File: src/rtl/fec_pkg.sv
package fec_pkg;
  localparam logic [7:0] KEY_PAGE = 8'h55;
  localparam logic [7:0] KEY_MASS = 8'hAA;
  typedef enum logic [1:0] {ER_NONE = 2'd0, ER_PAGE = 2'd1, ER_MASS = 2'd2} erase_kind_e;
endpackage

File: src/rtl/fec_key_decode.sv
module fec_key_decode
  import fec_pkg::*;
#(
  parameter int AW = 8,
  parameter int DW = 8,
  parameter logic [AW-1:0] ADDR_CMD = 8'h40
) (
  input  logic          we,
  input  logic [AW-1:0] addr,
  input  logic [DW-1:0] wdata,
  input  logic          page_armed,
  input  logic          mass_armed,
  input  logic          dbg_en,
  input  logic          busy,
  output erase_kind_e   kind
);
  logic cmd_hit;
  assign cmd_hit = we && (addr == ADDR_CMD) && !busy;

  always_comb begin
    kind = ER_NONE;
    if (cmd_hit) begin
      if (wdata == KEY_PAGE && page_armed)
        kind = ER_PAGE;
      else if (wdata == KEY_MASS && mass_armed && dbg_en)
        kind = ER_MASS;
    end
  end
endmodule

File: src/rtl/fec_setup_regs.sv
module fec_setup_regs #(
  parameter int AW = 8,
  parameter int DW = 8,
  parameter int PAGE_W = 7,
  parameter logic [AW-1:0] ADDR_PAGE = 8'h41,
  parameter logic [AW-1:0] ADDR_CTRL = 8'h42,
  parameter int PWE_BIT = 0,
  parameter int MEE_BIT = 1
) (
  input  logic              clk,
  input  logic              rst_n,
  input  logic              we,
  input  logic [AW-1:0]     addr,
  input  logic [DW-1:0]     wdata,
  input  logic              irq_en,
  input  logic              xmove_wr,
  input  logic              consume,
  output logic [PAGE_W-1:0] page_q,
  output logic              page_armed,
  output logic              mass_armed,
  output logic              pwe_q
);
  logic page_wr, ctrl_wr;
  assign page_wr = we && (addr == ADDR_PAGE);
  assign ctrl_wr = we && (addr == ADDR_CTRL);

  always_ff @(posedge clk) begin
    if (!rst_n) begin
      page_q     <= '0;
      page_armed <= 1'b0;
      mass_armed <= 1'b0;
    end else if (consume) begin
      page_armed <= 1'b0;
      mass_armed <= 1'b0;
    end else begin
      if (page_wr) begin
        page_q     <= wdata[PAGE_W-1:0];
        page_armed <= 1'b1;
      end
      if (ctrl_wr)
        mass_armed <= wdata[MEE_BIT];
    end
  end

  // Auto-clear after one data-move byte takes priority over a same-cycle write.
  always_ff @(posedge clk) begin
    if (!rst_n)
      pwe_q <= 1'b0;
    else if (pwe_q && xmove_wr)
      pwe_q <= 1'b0;
    else if (ctrl_wr && !irq_en)
      pwe_q <= wdata[PWE_BIT];
  end
endmodule

File: src/rtl/fec_sequencer.sv
module fec_sequencer
  import fec_pkg::*;
(
  input  logic        clk,
  input  logic        rst_n,
  input  erase_kind_e kind,
  input  logic        done,
  output logic        page_req,
  output logic        mass_req,
  output logic        busy
);
  always_ff @(posedge clk) begin
    if (!rst_n) begin
      page_req <= 1'b0;
      mass_req <= 1'b0;
      busy     <= 1'b0;
    end else begin
      page_req <= (kind == ER_PAGE);
      mass_req <= (kind == ER_MASS);
      if (kind != ER_NONE)
        busy <= 1'b1;
      else if (done)
        busy <= 1'b0;
    end
  end
endmodule

File: src/rtl/flash_erase_ctrl.sv
module flash_erase_ctrl
  import fec_pkg::*;
#(
  parameter int AW = 8,
  parameter int DW = 8,
  parameter int PAGE_W = 7,
  parameter logic [AW-1:0] ADDR_CMD  = 8'h40,
  parameter logic [AW-1:0] ADDR_PAGE = 8'h41,
  parameter logic [AW-1:0] ADDR_CTRL = 8'h42
) (
  input  logic              clk,
  input  logic              rst_n,
  input  logic              sfr_we,
  input  logic [AW-1:0]     sfr_addr,
  input  logic [DW-1:0]     sfr_wdata,
  input  logic              dbg_port_en,
  input  logic              irq_global_en,
  input  logic              xmove_wr,
  input  logic              flash_done,
  output logic              page_erase_req,
  output logic              mass_erase_req,
  output logic [PAGE_W-1:0] erase_page,
  output logic              busy,
  output logic              prog_redirect
);
  erase_kind_e kind;
  logic page_armed, mass_armed;

  fec_setup_regs #(.AW(AW), .DW(DW), .PAGE_W(PAGE_W),
                   .ADDR_PAGE(ADDR_PAGE), .ADDR_CTRL(ADDR_CTRL)) u_regs (
    .clk(clk), .rst_n(rst_n), .we(sfr_we), .addr(sfr_addr), .wdata(sfr_wdata),
    .irq_en(irq_global_en), .xmove_wr(xmove_wr), .consume(kind != ER_NONE),
    .page_q(erase_page), .page_armed(page_armed), .mass_armed(mass_armed),
    .pwe_q(prog_redirect)
  );

  fec_key_decode #(.AW(AW), .DW(DW), .ADDR_CMD(ADDR_CMD)) u_dec (
    .we(sfr_we), .addr(sfr_addr), .wdata(sfr_wdata),
    .page_armed(page_armed), .mass_armed(mass_armed),
    .dbg_en(dbg_port_en), .busy(busy), .kind(kind)
  );

  fec_sequencer u_seq (
    .clk(clk), .rst_n(rst_n), .kind(kind), .done(flash_done),
    .page_req(page_erase_req), .mass_req(mass_erase_req), .busy(busy)
  );
endmodule

File: config.mk
export PLATFORM = sky130hd
export DESIGN_NAME = flash_erase_ctrl
export DESIGN_NICKNAME = d
export VERILOG_FILES = /design/src/rtl/fec_pkg.sv /design/src/rtl/fec_key_decode.sv /design/src/rtl/fec_setup_regs.sv /design/src/rtl/fec_sequencer.sv /design/src/rtl/flash_erase_ctrl.sv
export SDC_FILE = /design/constraint.sdc
export NUM_CORES = 1
export LEC_CHECK = 0
export ABC_CLOCK_PERIOD_IN_PS = 1400
export CAP_MARGIN = 30
export CORE_MARGIN = 2
export CORE_UTILIZATION = 32
export DETAILED_ROUTE_END_ITERATION = 6
export PLACE_DENSITY = 0.77
export SYNTH_ARGS = -nofsm -noshare
export SYNTH_HDL_FRONTEND = slang
export SYNTH_SLANG_ARGS = --single-unit
export TNS_END_PERCENT = 20
File: constraint.sdc
create_clock -name clk -period 1.4 [get_ports clk]
set_clock_uncertainty 0.05 [all_clocks]
set_input_delay 0.28 -clock clk [delete_from_list [all_inputs] [get_ports clk]]
set_output_delay 0.28 -clock clk [all_outputs]
set_load 0.05 [all_outputs]
Word level (Yosys, flattened, before mapping)
Index checks and enable logic that the tools add are counted.
{"block": "word_totals", "ff_bits": 13, "in_bits": 23, "output_inout_bits": 11, "word_cells": 37}
{"block": "classes", "n_eq_ne": 7, "mux": 5, "bitwise_logic": 2, "reduce_logical": 16}
{"cell": "8-bit by 7-bit == test with 1-bit output, second input constant", "count": 4}
{"cell": "1-bit logical AND", "count": 9}
{"cell": "8-bit == test, second input constant", "count": 1}
{"cell": "2-bit two-way mux", "count": 3}
{"cell": "2-bit nonzero test", "count": 2}
{"cell": "2-bit OR reduction", "count": 2}
{"cell": "2-bit by 1-bit == test with 1-bit output, second input constant", "count": 1}
{"cell": "2-bit == test, second input constant", "count": 1}
{"cell": "1-bit zero test", "count": 2}
{"cell": "1-bit two-way mux", "count": 2}
{"cell": "1-bit NOT", "count": 2}
{"cell": "2-bit AND reduction", "count": 1}

Logic depth before layout (Yosys ltp)
Gate-level depths: netlist of the first run.
{"block": "depth", "ltp_word": 9, "ltp_mapped": 5}

Modules after synthesis
From an unflattened synthesis of the first run, not the netlist that was laid out.
{"block": "unflattened", "cells_unflattened": 71, "area_unflattened_um2": 658.1}
{"mod": "fec_setup_regs", "n_inst": 1, "cells_per_inst": 50, "area_per_inst_um2": 466.7, "seq_area_each_um2": 200.2}
{"mod": "fec_key_decode", "n_inst": 1, "cells_per_inst": 12, "area_per_inst_um2": 93.8, "seq_area_each_um2": 0.0}
{"mod": "fec_sequencer", "n_inst": 1, "cells_per_inst": 8, "area_per_inst_um2": 91.3, "seq_area_each_um2": 60.1}
{"mod": "flash_erase_ctrl", "n_inst": 1, "cells_per_inst": 1, "area_per_inst_um2": 6.3, "seq_area_each_um2": 0.0}

Worst setup path before layout of the first run
Ideal clock, no wire load.
{"block": "synth_timing", "path_type": "input port to flip-flop", "startpoint": "in sfr_addr[3]", "endpoint": "reg u_regs.page_q[0]", "setup_ns": 0.128, "arrival_ns": 1.180, "t_required_ns": 1.222, "path_slack_ns": 0.043, "path_stages": 5, "path_buffers": 1, "path_cell_list": "nor4_4 and4_1 buf_4 mux2i_1 nor2_1"}
{"block": "synth_between", "elab_chain_len": 7, "elab_cells_between_ends": 9, "cone_classes": "2 x eq/ne; 1 x mux; 1 x bitwise; 5 x reduce/logical"}
{"item": "start: declaration", "line_no": "flash_erase_ctrl.sv:14", "source": "input logic [AW-1:0] sfr_addr,"}
{"item": "8-bit by 7-bit == test with 1-bit output", "line_no": "fec_key_decode.sv:18", "source": "assign cmd_hit = we && (addr == ADDR_CMD) && !busy;"}
{"item": "1-bit logical AND (2 in a row)", "line_no": "fec_key_decode.sv:18"}
{"item": "2-bit two-way mux", "line_no": "fec_key_decode.sv:22", "source": "if (cmd_hit) begin"}
{"item": "2-bit nonzero test", "line_no": "flash_erase_ctrl.sv:32", "source": ".irq_en(irq_global_en), .xmove_wr(xmove_wr), .consume(kind != ER_NONE),"}
{"item": "1-bit NOT (no line)"}
{"item": "2-bit AND reduction (no line) *"}
{"item": "end signal: assignment", "line_no": "fec_setup_regs.sv:37", "source": "page_q <= wdata[PAGE_W-1:0];"}
{"item": "end: declaration", "line_no": "fec_setup_regs.sv:18", "source": "output logic [PAGE_W-1:0] page_q,"}
Mark *: on every way between the ends. The rest lies on a longest branch, timed or not.
A chain may end at the register's enable or synchronous reset.

Final worst setup path of the first run
{"block": "layout_timing", "startpoint": "in sfr_wdata[5]", "endpoint": "reg u_regs.mass_armed"}
{"block": "layout_between", "elab_chain_len": 8, "elab_cells_between_ends": 10, "cone_classes": "2 x eq/ne; 3 x mux; 5 x reduce/logical"}
{"item": "start: declaration", "line_no": "flash_erase_ctrl.sv:15", "source": "input logic [DW-1:0] sfr_wdata,"}
{"item": "8-bit == test", "line_no": "fec_key_decode.sv:25", "source": "else if (wdata == KEY_MASS && mass_armed && dbg_en)"}
{"item": "1-bit logical AND (2 in a row)", "line_no": "fec_key_decode.sv:25"}
{"item": "2-bit two-way mux", "line_no": "fec_key_decode.sv:25"}
{"item": "2-bit two-way mux *", "line_no": "fec_key_decode.sv:23", "source": "if (wdata == KEY_PAGE && page_armed)"}
{"item": "2-bit two-way mux *", "line_no": "fec_key_decode.sv:22"}
{"item": "2-bit nonzero test *", "line_no": "flash_erase_ctrl.sv:32"}
{"item": "2-bit OR reduction (no line) *"}
{"item": "end signal: assignment", "line_no": "fec_setup_regs.sv:41", "source": "mass_armed <= wdata[MEE_BIT];"}
{"item": "end: declaration", "line_no": "fec_setup_regs.sv:20", "source": "output logic mass_armed,"}
Marked as above.

==> metrics.yaml, run 1 <==
pwr:
  swShare_pct: 25.2
  p_int_mw: 0.544
  vdd_drop_max_v: 0.000485
  power_frac_seq_pct: 50.9
  p_switching_mw: 0.183
  combinationalPowerShare_pct: 15.4
  p_leak_nw: 0.484
  clkPwrFrac_pct: 33.7
  total_power_mw: 0.728
  p_per_area_mw_per_mm2: 603
sta:
  finalCritPeriodShare_pct: 97.3
  relSlewSlack_pct: 73.3
  setup_viol: 0
  rsz0062_at_grt: "yes"
  clock.fmax_mhz: 734
  finalSetupTns_ns: 0
  hold_viol: 0
  tightest_slew_ns: 0.400
  slew_violations: 0
  timing.final.crit_period_ns: 1.36
synthesis:
  synth.most_common_cell: "dfxtp_1"
  synthFlopType: "dfxtp_1"
  ys_async_sr_fraction_pct: 0
  synth_top_family_by_area: "simple AND/OR/NAND/NOR gates"
  ys_warn_count: 0
  ys_ff_latch: 13
  synth_common_cells: "13 x dfxtp_1, 9 x mux2i_1, 9 x nor2_1"
  synth_cells: 56
  synth-edff-count: 0
  synth_compound_area_share_pct: 4.14
  synthXorXnorAreaFrac_pct: 0
  ys_types: 20
  synth_area_um2: 574
  synth_area_leader_cell: "dfxtp_1"
  synthMuxAreaShare_pct: 15.7
  synthTopCellsByArea: "dfxtp_1 45%, mux2i_1 16%, nor2_1 5.9%, nor4_4 3.7%, nor3_1 3.5%"
  synth-simple-area-share_pct: 32.2
  synth.avg_cell_area_um2: 10.3
  seq_area_frac_synth_pct: 45.3
  synth_nets: 79
  yosysTopAreaCellShare_pct: 45.3
  synthAdderAreaFrac_pct: 0
critical_path:
  path_buf_inv: 1
  cp.required_ns: 1.51
  r2r-end: "u_regs.mass_armed$_SDFFE_PP0N_"
  reg2reg_slack_ns: 0.06
  end_kind: "flop"
  worstPathCellList: "dlygate4sd2_1 -> nand4bb_1 -> or4_4 -> a21oi_4 -> nor3_1"
  startpoint_type: "input port"
  cp_slowest_cell: "or4_4"
  r2r-start: "u_regs.page_armed$_SDFFE_PP0P_"
  path_delay_family: "simple AND/OR/NAND/NOR gates"
  arrival_ns: 1.48
  crit_type: "in2reg"
  worstRegToRegCells: 4
  critPathMaxStageDelay_ns: 0.46
  path_max_fanout: 3
cts:
  clock_sinks: 13
  hold_buffers: 0
  cts_tree: "built"
  cts_htree_levels: 1
  clock_tree.root_cell: "clkbuf_4"
  insertion_delay_ns: 0.29
  clockBufferDepth: 2
  numCtsBuffers: 3
  clk_pin_slew_worst_paths_ns: 0.09
run:
  drv_cap: 0
grt:
  grt_pass1_vias: 665
  grtUsageTotal_pct: 20.5
  antenna_found_initial: 0
  grt_first_pass_wirelength_um: 2970
  grt-ovfl-total: 0
  grt_max_degree: 13
floorplanning:
  row_count: 15
  core_area_mm2: 0.00171
  die_x_um: 46.4
  initial_utilization_pct: 33.6
  die_h_um: 46.4
  io_pins: 34
  fp.dieArea_mm2: 0.00215
detailed_routing:
  drc: 0
  drt-initial-drc-count: 3
  vias: 614
  wire_per_inst_um: 14.7
  wl_um: 1850
  first_pass_iters: 4
  drt-vias-per-instance: 4.87
  postRouteAntennaNets: 0
worst_hold_path:
  hold_start: "sfr_wdata[1]"
  whs_endpoint: "u_regs.page_q[1]$_SDFFE_PN0P_"
  min_path_type: "in2reg"
  whs_path_depth: 3
cells_and_area:
  drive_gt1_share_pct: 38.6
  multiInputGateArea_um2: 368
  final_util_pct: 70.6
  area_growth_syn_to_layout_pct: 110
  final_nets: 125
  fill_cells: 125
  seqCellArea_um2: 263
  diodes: 0
placement:
  hpwl_um: 1280
  routabilityCongestion: 0.728
  portBuffers: 33
status:
  outcome: "complete, no violations"
-- power by group through the flow --
stage,clock [mW],combinational (mW),sequential [mW]
after floorplan,0,0.0171,0.380
after global placement,0,0.106,0.379
after detailed placement,0,0.108,0.379
after CTS,0.241,0.104,0.370
after global routing,0.266,0.118,0.370
final,0.245,0.112,0.370
-- routing by layer --
layer,vias up,routed length [um],GRT usage [%]
met4,0,58,12.0
met3,8,144,5.49
met1,285,679,22.6
li1,294,-,-
met5,-,0,0
met2,27,966,35.0
-- kinds of logic (layout without fill, tap and decap cells) --
logic type	count (synthesis)	after routing
AND/OR/NAND/NOR	28	28
flip-flops	13	13
multiplexers	9	9
AO/OA/AOI/OAI	3	3
buffers and inverters	3	48
-- worst min-delay path: cells and delay by family --
| kind | cells | cell delay, ns |
|---|---|---|
| buf+inv | 1 | 0.27 |
| simple gates | 1 | 0.08 |
| mux | 1 | 0.09 |
-- worst max path at each step --
stage / cells past startpoint / from / to
finish: 5 / sfr_wdata[5] / u_regs.mass_armed$_SDFFE_PP0N_
global route: 5 / sfr_wdata[7] / u_regs.page_armed$_SDFFE_PP0P_
CTS: 6 / sfr_addr[7] / u_regs.page_q[3]$_SDFFE_PN0P_
detailed placement: 6 / sfr_addr[3] / u_regs.page_q[3]$_SDFFE_PN0P_
global placement: 6 / sfr_addr[3] / u_regs.page_q[2]$_SDFFE_PN0P_
floorplan: 5 / sfr_addr[3] / u_regs.page_q[0]$_SDFFE_PN0P_
-- metrics by stage --
| stage | cell area, um2 | hold WS (ns) | instances | setup WS, ns |
|---|---|---|---|---|
| after floorplan | 574 | 0.333 | 56 | 0.0426 |
| after global placement | 1110 | 0.432 | 121 | -0.446 |
| after detailed placement | 1110 | 0.439 | 121 | -0.533 |
| after CTS | 1180 | 0.414 | 126 | 0.00995 |
| after global routing | 1210 | 0.454 | 126 | 0.000473 |
| final | 1210 | 0.420 | 126 | 0.0381 |
-- flip-flops by register name, indices dropped and copies added, names as in the netlist --
register,flops
u_regs.mass_armed,1
u_regs.page_armed,1
u_regs.page_q,7
u_regs.pwe_q,1
u_seq.busy,1
u_seq.mass_req,1
u_seq.page_req,1
-- cells in the final DEF, fill, tap and decap left out, drive strengths merged, types with 2 or more instances in the layout --
| cell type | netlist | layout |
|---|---|---|
| clkdlybuf4s50 | 0 | 6 |
| nor4bb | 2 | 2 |
| clkbuf | 1 | 4 |
| nor2 | 9 | 9 |
| dfxtp | 13 | 13 |
| nand3 | 2 | 2 |
| nand4 | 2 | 2 |
| buf | 1 | 21 |
| nor2b | 3 | 3 |
| clkdlybuf4s15 | 0 | 4 |
| nor3 | 4 | 4 |
| dlygate4sd2 | 0 | 10 |
| mux2i | 9 | 9 |
-- cell type report --
| type | instances | area share [%] |
|---|---|---|
| Sequential cell | 13 | 21.8 |
| Multi-Input combinational cell | 40 | 30.5 |
| Tap cell | 25 | 2.59 |
| Inverter | 1 | 0.311 |
| Clock buffer | 3 | 1.87 |
| Timing Repair Buffer | 43 | 42.5 |
| Clock inverter | 1 | 0.415 |
-- timing repair --
action / 4_1_cts / 5_1_grt
resized for setup: 26 / 11
setup buffers: 1 / 0
pin swaps: 12 / 5
endpoints found under the setup margin: 13 / 10
(Power assumes the default switching activity.)
==> run 2, diff against run 1 <==
- HOLD_SLACK_MARGIN: not set -> 0.15
==> results of run 2 <==
No change in the layout: final DEF, timing and power equal those of run 1.
==> run 3, diff against run 2 <==
- SLEW_MARGIN: not set -> 15
==> results of run 3 <==
No change in the layout: final DEF, timing and power equal those of run 1.
